==> src/rtl/spr_pkg.sv <==
package spr_pkg;
    typedef enum logic [1:0] {
        ST_IDLE     = 2'd0,
        ST_SR_OPEN  = 2'd1,
        ST_MEM_OPEN = 2'd2
    } spr_state_t;

    localparam int SR_W     = 8;
    localparam int BIT_PE   = 7;
    localparam int BIT_BPHI = 3;
    localparam int BIT_BPLO = 2;
    localparam int BIT_WEL  = 1;
endpackage

==> src/rtl/spr_fsm.sv <==
module spr_fsm
    import spr_pkg::*;
(
    input  logic clk_i,
    input  logic rst_ni,
    input  logic srwr_stb_i,
    input  logic memwr_stb_i,
    input  logic cs_rise_i,
    input  logic wp_n_i,
    output logic sr_open_o,
    output logic mem_open_o,
    output logic wel_clr_o,
    output logic wp_cap_o
);
    spr_state_t state_q, state_d;
    logic       wp_cap_q;

    always_comb begin
        state_d = state_q;
        unique case (state_q)
            ST_IDLE: begin
                if (!cs_rise_i) begin
                    if (srwr_stb_i)       state_d = ST_SR_OPEN;
                    else if (memwr_stb_i) state_d = ST_MEM_OPEN;
                end
            end
            ST_SR_OPEN:  if (cs_rise_i) state_d = ST_IDLE;
            ST_MEM_OPEN: if (cs_rise_i) state_d = ST_IDLE;
            default:     state_d = ST_IDLE;
        endcase
    end

    always_ff @(posedge clk_i or negedge rst_ni) begin
        if (!rst_ni) begin
            state_q  <= ST_IDLE;
            wp_cap_q <= 1'b1;
        end else begin
            state_q <= state_d;
            if (state_q == ST_IDLE && state_d == ST_SR_OPEN)
                wp_cap_q <= wp_n_i;
        end
    end

    always_comb begin
        sr_open_o  = (state_q == ST_SR_OPEN);
        mem_open_o = (state_q == ST_MEM_OPEN);
        wel_clr_o  = cs_rise_i && (state_q != ST_IDLE);
        wp_cap_o   = wp_cap_q;
    end

    // captured pin level stays fixed while the status command is open
    a_r5_wp_held: assert property (@(posedge clk_i) disable iff (!rst_ni)
        (state_q == ST_SR_OPEN && !cs_rise_i) |=> $stable(wp_cap_q));
    // chip-select rise closes any open command
    a_r8_close: assert property (@(posedge clk_i) disable iff (!rst_ni)
        (cs_rise_i && state_q != ST_IDLE) |=> state_q == ST_IDLE);
endmodule

==> src/rtl/spr_regs.sv <==
module spr_regs
    import spr_pkg::*;
(
    input  logic            clk_i,
    input  logic            rst_ni,
    input  logic            wren_stb_i,
    input  logic            wrdi_stb_i,
    input  logic            wel_clr_i,
    input  logic            load_i,
    input  logic [SR_W-1:0] data_i,
    output logic [SR_W-1:0] status_o
);
    logic [SR_W-1:2] upper_q;
    logic            wel_q;
    logic            unused_low;

    assign unused_low = ^data_i[1:0];

    always_ff @(posedge clk_i or negedge rst_ni) begin
        if (!rst_ni) begin
            upper_q <= '0;
            wel_q   <= 1'b0;
        end else begin
            if (load_i) upper_q <= data_i[SR_W-1:2];
            if (wel_clr_i)       wel_q <= 1'b0;
            else if (wrdi_stb_i) wel_q <= 1'b0;
            else if (wren_stb_i) wel_q <= 1'b1;
        end
    end

    assign status_o = {upper_q, wel_q, 1'b0};

    // latch enable sets WEL unless the command is being closed
    a_r2_wren_sets: assert property (@(posedge clk_i) disable iff (!rst_ni)
        (wren_stb_i && !wrdi_stb_i && !wel_clr_i) |=> status_o[BIT_WEL]);
    // closing a write command drops WEL
    a_r8_wel_drop: assert property (@(posedge clk_i) disable iff (!rst_ni)
        wel_clr_i |=> !status_o[BIT_WEL]);
    // no load means the writable bits hold
    a_r4_hold: assert property (@(posedge clk_i) disable iff (!rst_ni)
        !load_i |=> $stable(status_o[SR_W-1:2]));
endmodule

==> src/rtl/spr_guard.sv <==
module spr_guard
    import spr_pkg::*;
#(
    parameter int ADDR_W = 11
) (
    input  logic              clk_i,
    input  logic              rst_ni,
    input  logic [SR_W-1:0]   status_i,
    input  logic              sr_open_i,
    input  logic              mem_open_i,
    input  logic              wp_cap_i,
    input  logic [ADDR_W-1:0] addr_i,
    output logic              mem_ok_o,
    output logic              sr_ok_o
);
    logic [1:0] bp;
    logic       in_prot;
    logic       wel;
    logic       pe;

    assign bp  = status_i[BIT_BPHI:BIT_BPLO];
    assign wel = status_i[BIT_WEL];
    assign pe  = status_i[BIT_PE];

    always_comb begin
        unique case (bp)
            2'b00:   in_prot = 1'b0;
            2'b01:   in_prot = (addr_i[ADDR_W-1:ADDR_W-2] == 2'b11);
            2'b10:   in_prot = addr_i[ADDR_W-1];
            default: in_prot = 1'b1;
        endcase
    end

    assign mem_ok_o = mem_open_i && wel && !in_prot;
    assign sr_ok_o  = sr_open_i && wel && !(pe && !wp_cap_i);

    // whole-array protection never permits a memory write
    a_r6_all_locked: assert property (@(posedge clk_i) disable iff (!rst_ni)
        (bp == 2'b11) |-> !mem_ok_o);
    // permits only inside an open command
    a_r9_idle_quiet: assert property (@(posedge clk_i) disable iff (!rst_ni)
        (!sr_open_i && !mem_open_i) |-> !(mem_ok_o || sr_ok_o));
endmodule

==> src/rtl/spr_unit.sv <==
module spr_unit
    import spr_pkg::*;
(
    input  logic        clk_i,
    input  logic        rst_ni,
    input  logic        wren_stb_i,
    input  logic        wrdi_stb_i,
    input  logic        srwr_stb_i,
    input  logic        memwr_stb_i,
    input  logic        srdat_vld_i,
    input  logic [7:0]  srdat_i,
    input  logic        cs_rise_i,
    input  logic        wp_n_i,
    input  logic [10:0] addr_i,
    output logic [7:0]  status_o,
    output logic        mem_wr_ok_o,
    output logic        sr_wr_ok_o
);
    localparam int ADDR_W = 11;

    logic sr_open, mem_open, wel_clr, wp_cap;
    logic sr_ok, mem_ok, load;
    logic [SR_W-1:0] status;

    spr_fsm u_fsm (
        .clk_i      (clk_i),
        .rst_ni     (rst_ni),
        .srwr_stb_i (srwr_stb_i),
        .memwr_stb_i(memwr_stb_i),
        .cs_rise_i  (cs_rise_i),
        .wp_n_i     (wp_n_i),
        .sr_open_o  (sr_open),
        .mem_open_o (mem_open),
        .wel_clr_o  (wel_clr),
        .wp_cap_o   (wp_cap)
    );

    assign load = srdat_vld_i && sr_ok;

    spr_regs u_regs (
        .clk_i     (clk_i),
        .rst_ni    (rst_ni),
        .wren_stb_i(wren_stb_i),
        .wrdi_stb_i(wrdi_stb_i),
        .wel_clr_i (wel_clr),
        .load_i    (load),
        .data_i    (srdat_i),
        .status_o  (status)
    );

    spr_guard #(.ADDR_W(ADDR_W)) u_guard (
        .clk_i     (clk_i),
        .rst_ni    (rst_ni),
        .status_i  (status),
        .sr_open_i (sr_open),
        .mem_open_i(mem_open),
        .wp_cap_i  (wp_cap),
        .addr_i    (addr_i),
        .mem_ok_o  (mem_ok),
        .sr_ok_o   (sr_ok)
    );

    assign status_o    = status;
    assign mem_wr_ok_o = mem_ok;
    assign sr_wr_ok_o  = sr_ok;

    // a rejected data byte must not reach the register
    a_r3_reject: assert property (@(posedge clk_i) disable iff (!rst_ni)
        (srdat_vld_i && !sr_wr_ok_o) |=> $stable(status_o));
endmodule

==> config.mk <==
export PLATFORM = sky130hd
export DESIGN_NAME = spr_unit
export DESIGN_NICKNAME = d
export VERILOG_FILES = /design/src/rtl/spr_pkg.sv /design/src/rtl/spr_fsm.sv /design/src/rtl/spr_regs.sv /design/src/rtl/spr_guard.sv /design/src/rtl/spr_unit.sv
export SDC_FILE = /design/constraint.sdc
export NUM_CORES = 1
export LEC_CHECK = 0
export CORE_AREA = 2 2 39 41
export DETAILED_ROUTE_END_ITERATION = 10
export DIE_AREA = 0 0 41 43
export DONT_BUFFER_PORTS = 1
export MAX_ROUTING_LAYER = met4
export SYNTH_ARGS = -nofsm -noshare
export SYNTH_HDL_FRONTEND = slang
export SYNTH_SLANG_ARGS = --single-unit
==> constraint.sdc <==
create_clock -name clk_i -period 1.7 [get_ports clk_i]
set_clock_uncertainty 0.15 [all_clocks]
set_input_delay 0.255 -clock clk_i [delete_from_list [all_inputs] [get_ports clk_i]]
set_output_delay 0.255 -clock clk_i [all_outputs]
set_load 0.05 [all_outputs]
==> key figures <==
Run status
  • Outcome: finished, violations left
  • Failing checks: negative setup slack

Global routing
  • Vias in the first global route: 506
  • GRT Overall Usage: 17.0%
  • Total congestion overflow: 0
  • Initial antenna violation count: 0
  • Largest net degree at the start of global routing: 11
  • First-pass GRT wire length: 1970 um

Synth
  • Top-count cell post-synth: dfrtp_1
  • Mapped Nets: 81
  • Count of yosys warnings during synthesis: 0
  • Avg Inst Size Synth: 11.2 um2
  • Post-synth EDFFs: 0
  • Register area share after synthesis: 45.8%
  • Count of unique library cells instantiated by Yosys: 23
  • Biggest area consumer among synthesized cells: dfrtp_1
  • Post-synth ARST share: 100%
  • Main synth FF type: dfrtp_1
  • Post-synth top cells: dfrtp_1, mux2_2, ha_1, inv_1
  • Cells after Synth: 49
  • Synth Register Bits: 10
  • Top-area cell type share of the netlist area: 41.0%
  • Synth top area cells: dfrtp_1, mux2_2, ha_1
  • Synthesized cell area: 549 um2

STA
  • Endpoints failing hold: 0
  • Fmax: 563 MHz
  • Final period util: 104%
  • Final WS setup: -76.1 ps
  • Crit path time final: 1780 ps
  • Final setup fails: 3
  • Max Slew Vio Count: 0
  • RSZ-0062 raised after global routing: true

Die
  • I/O pin cnt: 38
  • Die area: 0.00176 mm2
  • Floorplan Core Area: 0.00138 mm2
  • Die W: 41 um
  • Die Height: 43 um
  • Initial Util: 39.7%
  • FP Rows: 14

Final layout
  • Reg area: 254 um2
  • Fraction of layout cells with a size suffix above 1: 57.1%
  • Number of diodes: 0
  • Total Nets Final: 110
  • Fin area: 960 um2
  • Footprint of the multi-input gates: 378 um2
  • Final core occ: 69.3%
  • Area growth from synthesis to layout: 74.7%
  • Fill cells: 98

Detailed routing
  • Detailed Route Iter0 Violations: 4
  • Post-route ant nets: 0
  • TritonRoute pass-1 iters: 3
  • DR DRC count: 0
  • Final WL: 1240 um
  • WL/cell: 13.3 um
  • Vias/cell: 5.00
  • Vias: 465

Placed design
  • DP Area: 698 um2
  • Placer Congestion: 0.754
  • Number of I/O port buffers: 0
  • Post-DP HPWL: 787 um

Power and ir drop
  • Maximum vdd drop: 0.973 mV
  • Leak pwr: 0.445 nW
  • PD cells: 1910 mW/mm2

Clocking
  • Clock tree sinks: 10
  • Htree depth: 1
  • Reg clk slew, reported paths: 70 ps
  • CTS root buf: clkbuf_4
  • Worst skew pair latency: 250 ps
  • CTS Buf Count: 3
  • Clock buffer depth: 2
  • CTS tree: yes

Job
  • Max cap viols: 0

Critical path
  • Critical Path AT: 1810 ps
  • CP startpoint kind: flop
  • Max FO, Critical Path: 3
  • Critical Path RT: 1730 ps
  • Crit path capture type: flop
  • Crit Path Class: flop to flop

Hold path
  • Hold crit path type: primary input to flop
## worst max-delay path, cell delays in order, from the launching register on
cell     delay (ps)
dfrtp_1         390
inv_2            70
buf_6            90
ha_4            190
a22o_1          220
a32o_2          230
nand3_2          70
mux2_4          290
## metal layers
metal / routed length, um / track usage (%)
met1: 489 / 18.9
met2: 669 / 29.7
met3: 63 / 1.57
met4: 14 / 6.00
met5: 0 / -
## final timing paths
kind	startpoint	end	slack [ps]	cells after the start
hold reg to reg	u_regs.upper_q[3]	u_regs.upper_q[3]	440	1
max in group asynchronous	rst_ni	u_fsm.wp_cap_o	840	1
setup reg to reg	u_fsm.state_q[0]	u_fsm.wp_cap_o	-80	7
setup / recovery	u_fsm.state_q[0]	u_fsm.wp_cap_o	-80	7
hold / removal	wren_stb_i	u_regs.wel_q	20	2
min in group asynchronous	rst_ni	u_regs.upper_q[6]	230	1
## repair_timing
item                                    CTS  global route
hold buffers                              9             0
gates resized for setup                  16             4
pin swaps                                 4             1
endpoints found under the hold margin    18             0
endpoints found under the setup margin    3             9
buffers inserted                          6             0
## through the flow
step / setup TNS [ps] / total power, mW / hold slack (ps) / setup slack, ps / std cells
2_1_floorplan: -356 / 1.10 / -191 / -82.8 / 49
3_3_place_gp: -50.1 / 1.34 / -190 / -50.1 / 75
3_5_place_dp: -66.0 / 1.35 / -190 / -66.0 / 75
4_1_cts: -284 / 1.83 / 7.19 / -78.4 / 94
5_1_grt: -478 / 1.95 / 8.39 / -154 / 93
6_report: -193 / 1.83 / 18.0 / -76.1 / 93
## where the power goes
part	leakage, nW	internal (mW)	total (mW)	switching (mW)
logic	0.302	0.536	1.04	0.500
registers	0.121	0.360	0.586	0.227
clock network	0.0210	0.130	0.207	0.0771
## registers in the layout, indices dropped and copies added (netlist names)
signal          cells
u_regs.upper_q      6
u_fsm.state_q       2
u_fsm.wp_cap_o      1
u_regs.wel_q        1
## final cells by class
class / instances / area share, %
Clock buffer: 4 / 3.78
Inverter: 4 / 1.56
Multi-Input combinational cell: 33 / 39.4
Sequential cell: 10 / 26.5
Tap cell: 16 / 2.09
Timing Repair Buffer: 26 / 26.7
## kinds of logic (layout without fill, tap and decap cells)
family                     after synthesis  after routing  share of synthesized area, %
adders and majority gates                4              4                          9.11
DFF                                     10             10                          45.8
buffers and inverters                    6             34                          5.47
and+or+nand+nor                         10             10                          9.34
other                                    1              1                         0.683
AOI/OAI and AO/OA                       11             11                          14.6
muxes                                    7              7                          15.0
## cell usage in the layout (no fill, tap or decap), drive strengths merged
cell,instances
inv,4
nor2,3
a21oi,3
and2b,1
ha,4
dfrtp,9
o21ai,2
dfstp,1
clkbuf,4
a22o,2
mux2,7
dlygate4sd3,9
nand3,2
a221oi,1
a32o,1
conb,1
o22ai,1
a21o,1
buf,17
nand2,3
nand2b,1
Note: power is estimated with default switching activity, not from simulation.
